### src/rtl/dsd_pkg.sv
package dsd_pkg;
  localparam int unsigned DSD_WIN_LOG2 = 8;
endpackage

### src/rtl/dsd_frame_div.sv
module dsd_frame_div #(
  parameter int unsigned W = 8
) (
  input  logic clk_i,
  input  logic clr_i,
  output logic frame_o
);
  logic [W-1:0] div_q;

  always_ff @(posedge clk_i) begin
    if (clr_i) div_q <= '1;
    else       div_q <= div_q - 1'b1;
  end

  assign frame_o = (div_q == '0);

  a_r2_div_step: assert property (@(posedge clk_i) disable iff (clr_i)
    (div_q != '0) |=> (div_q == $past(div_q) - 1'b1));
  a_r2_div_reload: assert property (@(posedge clk_i) disable iff (clr_i)
    (div_q == '0) |=> (div_q == '1));
endmodule

### src/rtl/dsd_ones_acc.sv
module dsd_ones_acc #(
  parameter int unsigned CW = 9
) (
  input  logic          clk_i,
  input  logic          clr_i,
  input  logic          frame_i,
  input  logic          ds_bit_i,
  output logic [CW-1:0] sum_o
);
  logic [CW-1:0] cnt_q;

  assign sum_o = cnt_q + {{(CW-1){1'b0}}, ds_bit_i};

  always_ff @(posedge clk_i) begin
    if (clr_i || frame_i) cnt_q <= '0;
    else                  cnt_q <= sum_o;
  end

  a_r3_count_up: assert property (@(posedge clk_i) disable iff (clr_i)
    (!frame_i && ds_bit_i) |=> (cnt_q == $past(cnt_q) + 1'b1));
  a_r3_count_hold: assert property (@(posedge clk_i) disable iff (clr_i)
    (!frame_i && !ds_bit_i) |=> $stable(cnt_q));
  a_r8_restart: assert property (@(posedge clk_i) disable iff (clr_i)
    frame_i |=> (cnt_q == '0));
  a_r4_no_wrap: assert property (@(posedge clk_i) disable iff (clr_i)
    (cnt_q[CW-1] == 1'b0));
endmodule

### src/rtl/dsd_result_reg.sv
module dsd_result_reg #(
  parameter int unsigned RW = 8,
  parameter int unsigned CW = 9
) (
  input  logic          clk_i,
  input  logic          clr_i,
  input  logic          frame_i,
  input  logic [CW-1:0] sum_i,
  output logic [RW-1:0] result_o,
  output logic          valid_o
);
  logic [RW-1:0] clip;

  generate
    if (CW > RW) begin : g_sat
      always_comb clip = (|sum_i[CW-1:RW]) ? {RW{1'b1}} : sum_i[RW-1:0];
    end else begin : g_pass
      always_comb clip = RW'(sum_i);
    end
  endgenerate

  always_ff @(posedge clk_i) begin
    if (clr_i) begin
      result_o <= '0;
      valid_o  <= 1'b0;
    end else begin
      valid_o <= frame_i;
      if (frame_i) result_o <= clip;
    end
  end

  a_r6_hold: assert property (@(posedge clk_i) disable iff (clr_i)
    !frame_i |=> $stable(result_o));
  a_r5_strobe_on_frame: assert property (@(posedge clk_i) disable iff (clr_i)
    frame_i |=> valid_o);
  a_r5_single: assert property (@(posedge clk_i) disable iff (clr_i)
    valid_o |=> !valid_o);
  a_r1_clear_state: assert property (@(posedge clk_i)
    clr_i |=> (result_o == '0 && !valid_o));
endmodule

### src/rtl/dsd_decimator.sv
module dsd_decimator #(
  parameter int unsigned WIN_LOG2 = dsd_pkg::DSD_WIN_LOG2
) (
  input  logic                clk_i,
  input  logic                clr_i,
  input  logic                ds_bit_i,
  output logic [WIN_LOG2-1:0] result_o,
  output logic                result_valid_o
);
  localparam int unsigned CW = WIN_LOG2 + 1;

  logic          frame;
  logic [CW-1:0] sum;

  dsd_frame_div #(.W(WIN_LOG2)) u_div (
    .clk_i(clk_i), .clr_i(clr_i), .frame_o(frame)
  );

  dsd_ones_acc #(.CW(CW)) u_acc (
    .clk_i(clk_i), .clr_i(clr_i), .frame_i(frame),
    .ds_bit_i(ds_bit_i), .sum_o(sum)
  );

  dsd_result_reg #(.RW(WIN_LOG2), .CW(CW)) u_res (
    .clk_i(clk_i), .clr_i(clr_i), .frame_i(frame), .sum_i(sum),
    .result_o(result_o), .valid_o(result_valid_o)
  );

  a_r7_clear_wins: assert property (@(posedge clk_i)
    (clr_i && frame) |=> (!result_valid_o && result_o == '0));
endmodule

### config.mk
export PLATFORM = sky130hd
export DESIGN_NAME = dsd_decimator
export DESIGN_NICKNAME = d
export VERILOG_FILES = /design/src/rtl/dsd_pkg.sv /design/src/rtl/dsd_frame_div.sv /design/src/rtl/dsd_ones_acc.sv /design/src/rtl/dsd_result_reg.sv /design/src/rtl/dsd_decimator.sv
export SDC_FILE = /design/constraint.sdc
export NUM_CORES = 1
export LEC_CHECK = 0
export ABC_AREA = 1
export BUFFER_PORTS_ARGS = -buffer_cell sky130_fd_sc_hd__clkbuf_2
export CAP_MARGIN = 20
export CORE_AREA = 3 3 58 60
export DETAILED_ROUTE_END_ITERATION = 8
export DIE_AREA = 0 0 61 63
export MAX_ROUTING_LAYER = met4
export PLACE_DENSITY = 0.53
export SKIP_LAST_GASP = 1
export SYNTH_ARGS = -nofsm -noshare
export SYNTH_HDL_FRONTEND = slang
export SYNTH_SLANG_ARGS = --single-unit
### constraint.sdc
create_clock -name clk_i -period 2.5 [get_ports clk_i]
set_clock_uncertainty 0.1 [all_clocks]
set_input_delay 0.125 -clock clk_i [delete_from_list [all_inputs] [get_ports clk_i]]
set_output_delay 0.125 -clock clk_i [all_outputs]
set_load 0.005 [all_outputs]
**Yosys cells after proc, flatten, opt, wreduce, memory -nomap -nowiden**

Index checks and enable logic that the tools add are counted.

- Register bits after elaboration: 26
- Latch bits: 0
- Memory bits (writable): 0
- Memory bits (read-only): 0
- Input port bits: 3
- Word-level logic and storage cells: 9
- Memories: 0

- Add/subtract/negate cells: 2
- $mul: 0
- Div/mod/pow operators: 0
- $lt $le $gt $ge: 0
- Eq/ne operators: 0
- Shifts and indexed selects: 0
- Mux-type cells: 1
- Bitwise gates (word level): 0
- Reductions and logical operators: 2

Operator list:

| operator | number |
|---|---|
| adder 9 x 1 -> 9 bit | 1 |
| logical NOT 8 bit | 1 |
| 2-to-1 mux 8 bit | 1 |
| subtractor 8 x 1 -> 8 bit, second input constant | 1 |
| logical OR 1 bit | 1 |

**Longest topological paths before layout**

- Depth in word-level cells: 2
- Mapped depth: 10
- Depth with buffers taken out: 10

**By module**

From an unflattened synthesis, not the netlist that was laid out.

- Cells, all modules: 154
- Area total of the unflattened synthesis: 1,177.4 sq um

By module, submodules not included:

| module | times used | cells an instance | area an instance (sq um) | seq. area each (sq um) |
|---|---|---|---|---|
| dsd_ones_acc | 1 | 65 | 471.7 | 180.2 |
| dsd_frame_div | 1 | 50 | 379.1 | 160.2 |
| dsd_result_reg | 1 | 39 | 326.6 | 180.2 |

**Least setup slack after synthesis**

OpenSTA, ideal clock, no wires.

- Path kind: reg-to-reg
- From: register u_acc.cnt_q[0]
- To: register u_res.result_o[1]
- Setup time: 0.113 ns
- Arrival: 1.187 ns
- Slack: 1.101 ns
- Cell stages (with the launch flop): 10
- Buffers on the path: 0
- Cells stage by stage: dfxtp_1 -> ha_1 -> ha_1 -> nand2_1 -> nor2_1 -> nand3_1 -> nand2_2 -> nand2_1 -> nand2_1 -> nand2_1

- Word-level cells in the longest chain between the ends: 2

Ends and longest elaborated chain:

| what | RTL line | source |
|---|---|---|
| start, declared | dsd_ones_acc.sv:10 | `logic [CW-1:0] cnt_q;` |
| start signal, assigned | dsd_ones_acc.sv:16 | `else cnt_q <= sum_o;` |
| adder 9 x 1 -> 9 bit | dsd_ones_acc.sv:12 | `assign sum_o = cnt_q + {{(CW-1){1'b0}}, ds_bit_i};` |
| 2-to-1 mux 8 bit | dsd_result_reg.sv:16 | `always_comb clip = (\|sum_i[CW-1:RW]) ? {RW{1'b1}} : sum_i[RW-1:0];` |
| end signal, assigned | dsd_result_reg.sv:28 | `if (frame_i) result_o <= clip;` |
| end, declared | dsd_result_reg.sv:9 | `output logic [RW-1:0] result_o,` |

No other way between the ends.
A chain may end at the register's enable or synchronous reset.

**Worst setup path after layout**

- From: register u_acc.cnt_q[0]
- To: register u_res.result_o[3]

Same word-level chain as after synthesis.

==> key figures <==
Status
  • Run status: finished clean

Synth
  • Unique cell type count in the Yosys netlist: 21
  • Top cells by area, synth: dfxtp_1 48%, nand2_1 16%, nand3_1 6.9%
  • Post-synthesis xor/xnor area fraction: 2.41%
  • Mean instance size in the synthesized netlist: 7.61 um^2
  • Basic-gate share of the synthesized area counting and, or, nand and nor cells: 36.1%
  • Share of async-settable or async-resettable flops after synthesis: 0%
  • Synthesized-area fraction occupied by ao, oa, aoi and oai cells: 5.06%
  • Number of enable flip-flop cells after synthesis: 0
  • Syn nets: 149
  • Seq cells post-synth: 26
  • Post-synth top area share: 47.8%
  • Register area share after synthesis: 47.8%
  • Adder and majority gate portion of the synthesized area: 3.45%
  • Number of warning messages in the yosys log: 0
  • Main combinational cell family by area after synthesis: simple AND/OR/NAND/NOR gates
  • Library cell with the largest summed area after synthesis: dfxtp_1
  • Prevailing post-synth register cell: dfxtp_1
  • Mux cell area share after synthesis: 0%
  • Number of instances in the synthesized netlist: 143
  • Synthesized cell area: 1090 um^2

Critical path
  • Crit Path Max Fanout: 9
  • Kind of end point of the critical path: flip-flop
  • Worst path most repeated cell: nand2_1
  • Buffers and inverters on the worst path: 0
  • Required time of the worst setup path: 2.62 ns
  • Cell type group with the largest total delay on the critical path: simple AND/OR/NAND/NOR gates
  • Worst-path cell chain: ha_1, ha_1, nand2_1, nor2_1, nand3_1, nand2_2, nand2_1, nand2_1, nand2_1
  • Crit path arrival time: 1.75 ns
  • Highest cell delay on the worst timing path: 0.34 ns
  • Crit-path slowest cell: dfxtp_1
  • Startpoint-to-endpoint class of the critical path: flip-flop to flip-flop
  • Startpoint Class: flip-flop

Final layout
  • Post-route non-filler standard cell count: 191
  • End-of-flow core utilization: 41.8%
  • Layout Area Growth over Synthesis: 14.3%
  • Proportion of layout cells with a drive suffix above 1: 15.2%
  • Antenna fix cells: 0
  • Nets@finish: 165

Power and ir drop
  • Worst IR Drop VDD: 0.419 mV
  • Static power due to leakage: 0.599 nW
  • Power density over the cells: 593 nW/um^2

Hold path
  • Path type of the worst min-delay path: primary input to flip-flop

CTS
  • H-tree level count: 1
  • Root buf cell: clkbuf_4
  • Reg clk slew, reported paths: 0.13 ns
  • Maximum root-to-sink buffer count: 2
  • Clock Sinks: 26
  • Post_cts resized: 0
  • Number of buffers created by CTS: 3
  • Clock tree from TritonCTS: done
  • Clk_lat worst skew: 0.31 ns

Global route
  • Pin count of the biggest net entering global routing: 16
  • Vias in the first global route: 833
  • GRT Total Usage: 11.8%
  • Overflow left after global routing: 0
  • First-pass GRT wire length: 3460 um
  • Number of antenna violations at the first check in global routing: 0

Placement
  • RD Place Congestion: 0.744
  • Pre-CTS WS: 0.860 ns
  • Post-DP HPWL: 1500 um
  • Number of port buffers: 11
  • Number of instances in the placed design: 186

Timing
  • Final period demand of the worst path: 1.63 ns
  • Slew at the pin with the worst max-slew slack: 0.283 ns
  • RSZ-0062 raised after global routing: false
  • Final Max Tran Viols: 0
  • Number of failing hold endpoints at the final stage: 0
  • Total of endpoints with negative setup slack in the final report: 0
  • Sum Neg Setup Slack: 0 ns
  • Achievable clock frequency: 0.613 GHz
  • Worst path setup slack after routing: 0.869 ns
  • Final worst hold slack: 0.0745 ns
  • Worst slew margin: 81.1%
  • Ratio of final minimum period to clock period: 65.2%

Die
  • DIE AREA: 3840 um^2
  • Row count: 20
  • # IOs: 12
  • DIE WIDTH: 61 um
  • Core Box Area: 2980 um^2
  • Die Y: 63 um
  • Effective utilization at floorplan: 36.6%

Job
  • MaxCap Viol Count: 0

Routing
  • Remaining antenna violation count: 0
  • Detailed-route wire length: 1950 um
  • Average routed wire per standard cell: 10.2 um
  • Number of vias per cell: 4.69
  • Iteration-0 DRC Markers: 15
  • Initial DRT Pass Iterations: 4
  • Via Count: 895
  • DR DRC count: 0
## layout by cell type (no fill, tap or decap)
cell,count
nor2_8,1
inv_2,3
a21oi_1,2
nand2_2,2
o21ai_0,3
xnor2_1,1
inv_1,11
dlygate4sd3_1,1
nand4_1,1
clkbuf_4,3
nand3_1,15
xor2_1,2
clkbuf_2,11
nor2_1,18
dfxtp_1,26
bufinv_16,1
nor2_4,1
ha_1,3
o31ai_1,1
nand2_1,47
nor2_2,1
o211ai_1,1
o21bai_1,2
nand3_4,1
## cell families after synthesis
kind of cell | after synthesis
xor gates and xnor gates | 3
AOI/OAI and AO/OA | 9
buffers and inverters | 15
and+or+nand+nor | 87
adders and majority gates | 3
DFF | 26
## where the power goes
| group | switching (mW) | total (mW) | leakage (nW) | internal, mW |
|---|---|---|---|---|
| Clock | 0.119 | 0.281 | 0.0279 | 0.162 |
| Sequential | 0.00488 | 0.427 | 0.211 | 0.422 |
| Combinational | 0.0196 | 0.0304 | 0.360 | 0.0108 |
## synth_stat cells (2+ instances only)
| master | number |
|---|---|
| nand2_1 | 47 |
| nand3_1 | 15 |
| a21oi_1 | 2 |
| xor2_1 | 2 |
| dfxtp_1 | 26 |
| o21ai_0 | 3 |
| nor2_1 | 18 |
| nand2_2 | 2 |
| o21bai_1 | 2 |
| ha_1 | 3 |
| inv_2 | 3 |
| inv_1 | 11 |
## layer usage
metal / GRT usage [%] / wire length, um
met5: - / 0
met1: 17.0 / 1070
met3: 1.86 / 43
met2: 16.4 / 816
met4: 4.07 / 18
## worst reg2reg max path, cell delays in order, from the launching register on
cell and delay (ns):
dfxtp_1 0.34, ha_1 0.18, ha_1 0.23, nand2_1 0.07
nor2_1 0.18, nand3_1 0.12, nand2_2 0.16, nand2_1 0.07
nand2_1 0.06, nand2_1 0.05
## area by class of cell
class / count / area (um^2)
well taps: 33 / 41.3
clock inverters: 1 / 30.0
multi-input cells: 102 / 512
flip-flops and latches: 26 / 520
clock buffers: 3 / 22.5
repair buffers: 12 / 65.1
inverters: 14 / 52.6
fillers: 312 / 1730
## path summary, 6_finish.rpt
kind | startpoint | to | slack (ns) | cells after the start
worst min-delay path | ds_bit_i | u_acc.cnt_q[0] | 0.07 | 4
worst max-delay path | u_acc.cnt_q[0] | u_res.result_o[3] | 0.87 | 9
worst max register to register | u_acc.cnt_q[0] | u_res.result_o[3] | 0.87 | 9
worst min register to register | u_div.div_q[0] | u_div.div_q[0] | 0.33 | 1
## stage by stage
stage	total power, mW	instance area, um^2
finish	0.738	1240
global route	0.773	1240
CTS	0.750	1240
detailed placement	0.466	1180
global placement	0.465	1180
floorplan	0.456	1090
## sequential cells by signal, indices dropped and copies added, names as in the netlist
register / cells
u_res.valid_o: 1
u_res.result_o: 8
u_acc.cnt_q: 9
u_div.div_q: 8
## repair_timing
item / 4_1_cts / 5_1_grt
setup buffers: 0 / 0
hold buffers: 1 / 0
hold endpoints to repair: 1 / 0
(Power assumes the default switching activity.)
